[src/rtl/asr_pkg.sv]
package asr_pkg;
  // which byte of a sample a write targets; value is the low bit of wr_sel
  typedef enum logic {
    HALF_LO = 1'b0,
    HALF_HI = 1'b1
  } half_e;
endpackage

[src/rtl/sample_assembler.sv]
module sample_assembler #(
  parameter int SAMPLE_W = 12,
  parameter int BYTE_W   = 8
) (
  input  logic                clk,
  input  logic                rst_n,
  input  logic                lo_wr,
  input  logic                hi_wr,
  input  logic [BYTE_W-1:0]   wr_data,
  output logic [SAMPLE_W-1:0] built_sample
);
  localparam int LOW_W = SAMPLE_W - BYTE_W;

  logic [LOW_W-1:0] shadow_q;

  // only the upper nibble of the low byte is kept; the rest is reserved
  always_ff @(posedge clk) begin
    if (!rst_n)     shadow_q <= '0;
    else if (lo_wr) shadow_q <= wr_data[BYTE_W-1 -: LOW_W];
  end

  assign built_sample = {wr_data, shadow_q};

  // the shadow only moves on a low write
  p_shadow_only_on_low_r4: assert property (@(posedge clk) disable iff (!rst_n)
    !lo_wr |=> $stable(shadow_q));

  // hi_wr is part of the interface; the assembled value is used on that strobe
  p_no_dual_strobe_r2: assert property (@(posedge clk) disable iff (!rst_n)
    !(lo_wr && hi_wr));
endmodule

[src/rtl/sample_stage.sv]
module sample_stage #(
  parameter int              SAMPLE_W = 12,
  parameter logic [SAMPLE_W-1:0] MID  = 12'h800
) (
  input  logic                clk,
  input  logic                rst_n,
  input  logic                hi_wr,
  input  logic [SAMPLE_W-1:0] new_sample,
  input  logic                on_tick,
  input  logic                tick,
  output logic [SAMPLE_W-1:0] staged,
  output logic                pend_valid
);
  logic [SAMPLE_W-1:0] pend_q, stage_q;
  logic                pend_v_q;
  logic                take_pending;  // named event: tick moves the pending sample
  logic                direct_load;   // named event: immediate-mode write

  assign take_pending = tick && pend_v_q;
  assign direct_load  = hi_wr && !on_tick;

  always_ff @(posedge clk) begin
    if (!rst_n) begin
      pend_q   <= MID;
      pend_v_q <= 1'b0;
      stage_q  <= MID;
    end else begin
      if (take_pending) begin
        stage_q  <= pend_q;
        pend_v_q <= 1'b0;
      end
      // a write in the same cycle is ordered after the transfer
      if (hi_wr) begin
        if (on_tick) begin
          pend_q   <= new_sample;
          pend_v_q <= 1'b1;
        end else begin
          stage_q  <= new_sample;
          pend_v_q <= 1'b0;
        end
      end
    end
  end

  assign staged     = stage_q;
  assign pend_valid = pend_v_q;

  // a waiting channel is frozen between ticks
  p_hold_between_ticks_r6: assert property (@(posedge clk) disable iff (!rst_n)
    (on_tick && !tick) |=> $stable(stage_q));

  // a tick moves exactly the older pending sample
  p_tick_takes_pending_r11: assert property (@(posedge clk) disable iff (!rst_n)
    (take_pending && !direct_load) |=> (stage_q == $past(pend_q)));

  // an idle tick changes nothing
  p_idle_tick_r9: assert property (@(posedge clk) disable iff (!rst_n)
    (tick && !pend_v_q && !hi_wr) |=> $stable(stage_q));

  // an immediate write lands next cycle and clears any pending sample
  p_direct_write_r5: assert property (@(posedge clk) disable iff (!rst_n)
    direct_load |=> (stage_q == $past(new_sample)) && !pend_v_q);
endmodule

[src/rtl/output_mixer.sv]
module output_mixer #(
  parameter int                  SAMPLE_W = 12,
  parameter logic [SAMPLE_W-1:0] MID      = 12'h800
) (
  input  logic                clk,
  input  logic                rst_n,
  input  logic                mix_en,
  input  logic [SAMPLE_W-1:0] s0,
  input  logic [SAMPLE_W-1:0] s1,
  output logic [SAMPLE_W-1:0] out0,
  output logic [SAMPLE_W-1:0] out1
);
  function automatic logic [SAMPLE_W-1:0] clamp_sum(input logic [SAMPLE_W-1:0] a,
                                                    input logic [SAMPLE_W-1:0] b);
    logic [SAMPLE_W:0] wide;
    wide = {1'b0, a} + {1'b0, b};
    return wide[SAMPLE_W] ? {SAMPLE_W{1'b1}} : wide[SAMPLE_W-1:0];
  endfunction

  logic [SAMPLE_W-1:0] mixed;
  assign mixed = clamp_sum(s0, s1);

  always_comb begin
    if (mix_en) begin
      out0 = mixed;
      out1 = MID;
    end else begin
      out0 = s0;
      out1 = s1;
    end
  end

  // the mixed output never wraps below either operand, and output 1 rests
  p_mix_no_wrap_r10: assert property (@(posedge clk) disable iff (!rst_n)
    mix_en |-> (out0 >= s0) && (out0 >= s1) && (out1 == MID));
endmodule

[src/rtl/audio_sample_stage.sv]
module audio_sample_stage #(
  parameter int SAMPLE_W = 12,
  parameter int BYTE_W   = 8
) (
  input  logic                clk,
  input  logic                rst_n,
  input  logic                wr_en,
  input  logic [1:0]          wr_sel,
  input  logic [BYTE_W-1:0]   wr_data,
  input  logic                tick_b,
  input  logic                ch0_on_tick,
  input  logic                mix_en,
  output logic [SAMPLE_W-1:0] voice_out0,
  output logic [SAMPLE_W-1:0] voice_out1
);
  import asr_pkg::*;

  localparam int                  NUM_CH = 2;
  localparam logic [SAMPLE_W-1:0] MID    = SAMPLE_W'(1) << (SAMPLE_W - 1);

  logic [SAMPLE_W-1:0] staged [NUM_CH];
  logic [NUM_CH-1:0]   ch_lo_wr, ch_hi_wr, ch_pending;

  half_e wr_half;
  assign wr_half = half_e'(wr_sel[0]);

  for (genvar c = 0; c < NUM_CH; c++) begin : g_ch
    logic [SAMPLE_W-1:0] built;
    logic                waits;

    assign ch_lo_wr[c] = wr_en && (wr_sel[1] == 1'(c)) && (wr_half == HALF_LO);
    assign ch_hi_wr[c] = wr_en && (wr_sel[1] == 1'(c)) && (wr_half == HALF_HI);
    // channel 0 chooses its transfer; channel 1 always waits for the event
    assign waits       = (c == 0) ? ch0_on_tick : 1'b1;

    sample_assembler #(.SAMPLE_W(SAMPLE_W), .BYTE_W(BYTE_W)) i_asm (
      .clk          (clk),
      .rst_n        (rst_n),
      .lo_wr        (ch_lo_wr[c]),
      .hi_wr        (ch_hi_wr[c]),
      .wr_data      (wr_data),
      .built_sample (built)
    );

    sample_stage #(.SAMPLE_W(SAMPLE_W), .MID(MID)) i_stage (
      .clk        (clk),
      .rst_n      (rst_n),
      .hi_wr      (ch_hi_wr[c]),
      .new_sample (built),
      .on_tick    (waits),
      .tick       (tick_b),
      .staged     (staged[c]),
      .pend_valid (ch_pending[c])
    );

    // a low write alone, with no tick, leaves the staged value alone
    p_low_write_silent_r4: assert property (@(posedge clk) disable iff (!rst_n)
      (ch_lo_wr[c] && !tick_b) |=> $stable(staged[c]));
  end

  output_mixer #(.SAMPLE_W(SAMPLE_W), .MID(MID)) i_mix (
    .clk    (clk),
    .rst_n  (rst_n),
    .mix_en (mix_en),
    .s0     (staged[0]),
    .s1     (staged[1]),
    .out0   (voice_out0),
    .out1   (voice_out1)
  );

  // channel 1 only gains a pending sample through a high write
  p_ch1_pending_from_write_r7: assert property (@(posedge clk) disable iff (!rst_n)
    $rose(ch_pending[1]) |-> $past(ch_hi_wr[1]));
endmodule

[config.mk]
export PLATFORM = sky130hd
export DESIGN_NAME = audio_sample_stage
export DESIGN_NICKNAME = d
export VERILOG_FILES = /design/src/rtl/asr_pkg.sv /design/src/rtl/sample_assembler.sv /design/src/rtl/sample_stage.sv /design/src/rtl/output_mixer.sv /design/src/rtl/audio_sample_stage.sv
export SDC_FILE = /design/constraint.sdc
export NUM_CORES = 1
export LEC_CHECK = 0
export BUFFER_PORTS_ARGS = -buffer_cell sky130_fd_sc_hd__buf_2
export CORE_MARGIN = 2
export CORE_UTILIZATION = 60
export CTS_CLUSTER_DIAMETER = 150
export CTS_CLUSTER_SIZE = 16
export DETAILED_ROUTE_END_ITERATION = 6
export GPL_TIMING_DRIVEN = 1
export PLACE_DENSITY_LB_ADDON = 0.12
export SLEW_MARGIN = 0
export SYNTH_ARGS = -nofsm -noshare
export SYNTH_HDL_FRONTEND = slang
export SYNTH_SLANG_ARGS = --single-unit
[constraint.sdc]
create_clock -name clk -period 4.3 [get_ports clk]
set_clock_uncertainty 0.05 [all_clocks]
set_input_delay 0.645 -clock clk [delete_from_list [all_inputs] [get_ports clk]]
set_output_delay 0.645 -clock clk [all_outputs]
set_load 0.05 [all_outputs]
==> reports/qor.log <==
INFO  placement      globalplace.congestion=0.9208
INFO  timing         timing.final.crit_period=3.446ns
INFO  power_and_ir_drop p_per_area=342.1nW/µm²
INFO  drt            routed-via-count=2717
INFO  drt            avgViaCountPerCell=5.660
INFO  synth          post-synth-top-area-fraction=0.3709
INFO  critical_path  slowest_delay=0.46ns
INFO  clocking       cts_max_level=3
INFO  placement      port_buffers=39
INFO  global_route   first_pass_grt_wire_length=12.38mm
INFO  clocking       cts.sink_count=58
INFO  clocking       tritoncts.num_buffers=9
INFO  layout         layout.nets=435
INFO  drt            drt_iter0_markers=122
INFO  critical_path  worst-path-max-fanout=3
INFO  floorplanning  floorplan.rows=26
INFO  power_and_ir_drop fin_total_pwr=1.201mW
INFO  critical_path  cp_data_arrival_time=2.75ns
INFO  global_route   grt_remaining_overflow=0
INFO  global_route   grt_pass1_vias=2495
INFO  synth          synth_cells=378
INFO  outcome        result_of_the_run=finished, final reports clean
INFO  layout         seq_area=1161µm²
INFO  layout         most-common-layout-cells=96 x sky130_fd_sc_hd__nand2_1, 58 x sky130_fd_sc_hd__dfxtp_1, 39 x sky130_fd_sc_hd__buf_2
INFO  timing         finalCritPeriodShare=0.8013
INFO  global_route   grt_start_max_net_pins=59
INFO  timing         timing.fmax=0.2902GHz
INFO  synth          synth_top_area_cell=sky130_fd_sc_hd__dfxtp_1
INFO  clocking       tritoncts=built
INFO  clocking       cts-hold-fix-buffers=0
INFO  synth          yosysWarningCount=0
INFO  critical_path  worst_path_buf_inv=1
INFO  clocking       post_cts.resized_instances=0
INFO  layout         post_layout_nonfiller_instances=480
INFO  floorplanning  number_of_top_level_pins=40
INFO  timing         unrepaired_setup_endpoints_after_global_routing=false
INFO  layout         share_of_post_route_cells_with_drive_strength_above_1=0.1634
INFO  power_and_ir_drop power.ir.vdd_worst=0.0002736V
INFO  critical_path  slowest_cell_on_crit_path=sky130_fd_sc_hd__fa_1
INFO  synth          syn-num-nets=407
INFO  critical_path  start_kind=flop
INFO  synth          yosys_register_bits=58
INFO  critical_path  worstPathCellList=ha_1 > fa_1 > a211oi_2 > nor2_2 > o21ai_2 > mux2_1 > a21oi_1 > buf_2
INFO  worst_hold_path min-delay-path-class=reg -> reg
INFO  synth          synth_sequential_area_ratio=0.3709
INFO  timing         max_slew.worst_pin.slew=0.8483ns
INFO  timing         max_slew_violation_count=0
INFO  layout         syn_to_final_growth=12.19%
INFO  clocking       clk_pin_slew_worst_paths=0.06ns
INFO  floorplanning  dieArea=5811µm²
INFO  floorplanning  effective_utilization_at_floorplan=0.6169
INFO  timing         finalSetupTns=0ns
INFO  drt            drt_first_pass_iters=4
INFO  layout         layout.cells.most_common=sky130_fd_sc_hd__nand2_1
INFO  clocking       worst_skew_pair.late_latency=0.33ns
INFO  timing         slew-limit-headroom=0.4345
INFO  synth          post_synth_num_cell_types=47
INFO  layout         n_fill_cell=435
INFO  drt            route.detailed.drc=0
INFO  layout         insertedDiodeCount=0
INFO  drt            route.antenna.remaining_nets=0
INFO  synth          post_synth_instance_area=3131µm²
INFO  critical_path  crit_path_required_time=3.61ns
INFO  critical_path  setup.worst_path.end_class=output port
INFO  global_route   grt_antenna_before_repair=0
INFO  placement      detailed_place_hpwl=5.300mm
INFO  timing         setup-violations-final=0
INFO  timing         hold_violations=0
INFO  synth          syn-mean-instance-area=8.282µm²
INFO  critical_path  cp_top_family=adder cells
INFO  placement      post-place-cells=465
INFO  drt            wl_per_cell=15.68µm
INFO  clocking       clockRootBuffer=sky130_fd_sc_hd__clkbuf_8
INFO  floorplanning  dieHeight=76.23µm
INFO  floorplanning  core_area=5075µm²
INFO  drt            totalWireLength=7.525mm
INFO  timing         fin_hold_ws=0.4183ns
INFO  job            timing.max_cap.violations=0
INFO  clocking       clk_path_buf_depth=2
INFO  global_route   global_route.usage.total=0.2689
INFO  synth          ys_top_cells_by_area=sky130_fd_sc_hd__dfxtp_1 37%, sky130_fd_sc_hd__nand2_1 12%, sky130_fd_sc_hd__a21boi_0 8.4%
INFO  floorplanning  die_w=76.23µm
INFO  placement      placed_area=3308µm²
INFO  power_and_ir_drop p_leak=1.498nW
INFO  clocking       cts_setup_buffers=0
INFO  layout         area_of_the_multi_input_gates=1857µm²
INFO  layout         layout.cell_area.non_filler=3512µm²
INFO  critical_path  criticalPathCategory=reg -> out
final cells by class:
class                           instances  area share
Multi-Input combinational cell        296      0.5287
Timing Repair Buffer                   39     0.05558
Inverter                                2    0.002138
Sequential cell                        58      0.3306
Tap cell                               70     0.02494
Clock buffer                           13     0.04809
Clock inverter                          2    0.009975
path summary, 6_finish.rpt:
path | slack, ns | start | cells past startpoint | to
worst max-delay path | 0.85 | g_ch[0].i_stage.staged[0]$_SDFF_PN0_ | 8 | voice_out0[8]
worst min-delay path | 0.42 | g_ch[0].i_stage.pend_q[4]$_SDFFE_PN0P_ | 2 | g_ch[0].i_stage.pend_q[4]$_SDFFE_PN0P_
worst max register to register | 2.58 | g_ch[0].i_stage.pend_valid$_SDFFE_PN0P_ | 4 | g_ch[0].i_stage.staged[0]$_SDFF_PN0_
worst min register to register | 0.42 | g_ch[0].i_stage.pend_q[4]$_SDFFE_PN0P_ | 2 | g_ch[0].i_stage.pend_q[4]$_SDFFE_PN0P_
stage by stage:
stage	utilization	setup slack, ns
after global routing	0.6921	0.6775
after global placement	0.6519	1.296
final	0.6921	0.8544
after detailed placement	0.6519	1.227
after CTS	0.6921	0.8506
after floorplan	-	1.001
worst register-to-register path: stages (launching register included):
cell and delay, ns:
sky130_fd_sc_hd__dfxtp_1 0.65, sky130_fd_sc_hd__nand2_1 0.42, sky130_fd_sc_hd__nand2_1 0.21, sky130_fd_sc_hd__nand3_1 0.09, sky130_fd_sc_hd__o211a_1 0.19
cell families after synthesis:
group                    after synthesis  share of synthesized area
XOR/XNOR                               5                    0.01399
multiplexers                          11                    0.03597
AO/OA/AOI/OAI                         93                     0.2334
AND/OR/NAND/NOR                      174                     0.2554
adder cells (fa/ha/maj)               13                    0.05436
buffers and inverters                 24                    0.03597
flip-flops                            58                     0.3709
report_power, final:
group	switching, mW	internal, mW
registers	0.0108	0.550
clock network	0.198	0.311
logic	0.0883	0.0430
total	0.298	0.904
sequential cells by signal, indices dropped and copies added (netlist names):
name,flops
g_ch.i_asm.shadow_q,8
g_ch.i_stage.staged,24
g_ch.i_stage.pend_valid,2
g_ch.i_stage.pend_q,24
cells in the mapped netlist (all sizes together):
cell type	n
o2111ai	1
a21oi	6
clkbuf	15
mux2	2
ha	12
and3	2
dfxtp	58
o21bai	2
buf	7
nor2	14
a211oi	4
a21boi	35
nand3	31
o211a	11
or2	1
o22ai	1
a31oi	2
a22oi	1
nor3b	3
nand3b	2
o211ai	1
o22a	8
and2	2
o21a	4
inv	2
a21o	3
mux2i	9
o221a	2
xnor2	3
o21ai	12
or3	1
fa	1
nor2b	19
nand2	97
nand2b	2
xor2	2
layer usage:
metal  part of all wire  wire, µm  GRT usage
met1               0.45      3420     0.3421
met4              0.024       183     0.1145
met3              0.048       364    0.07346
met5                  0         0          0
met2               0.47      3556     0.4301
No activity file was read; power rests on OpenSTA's default activity.
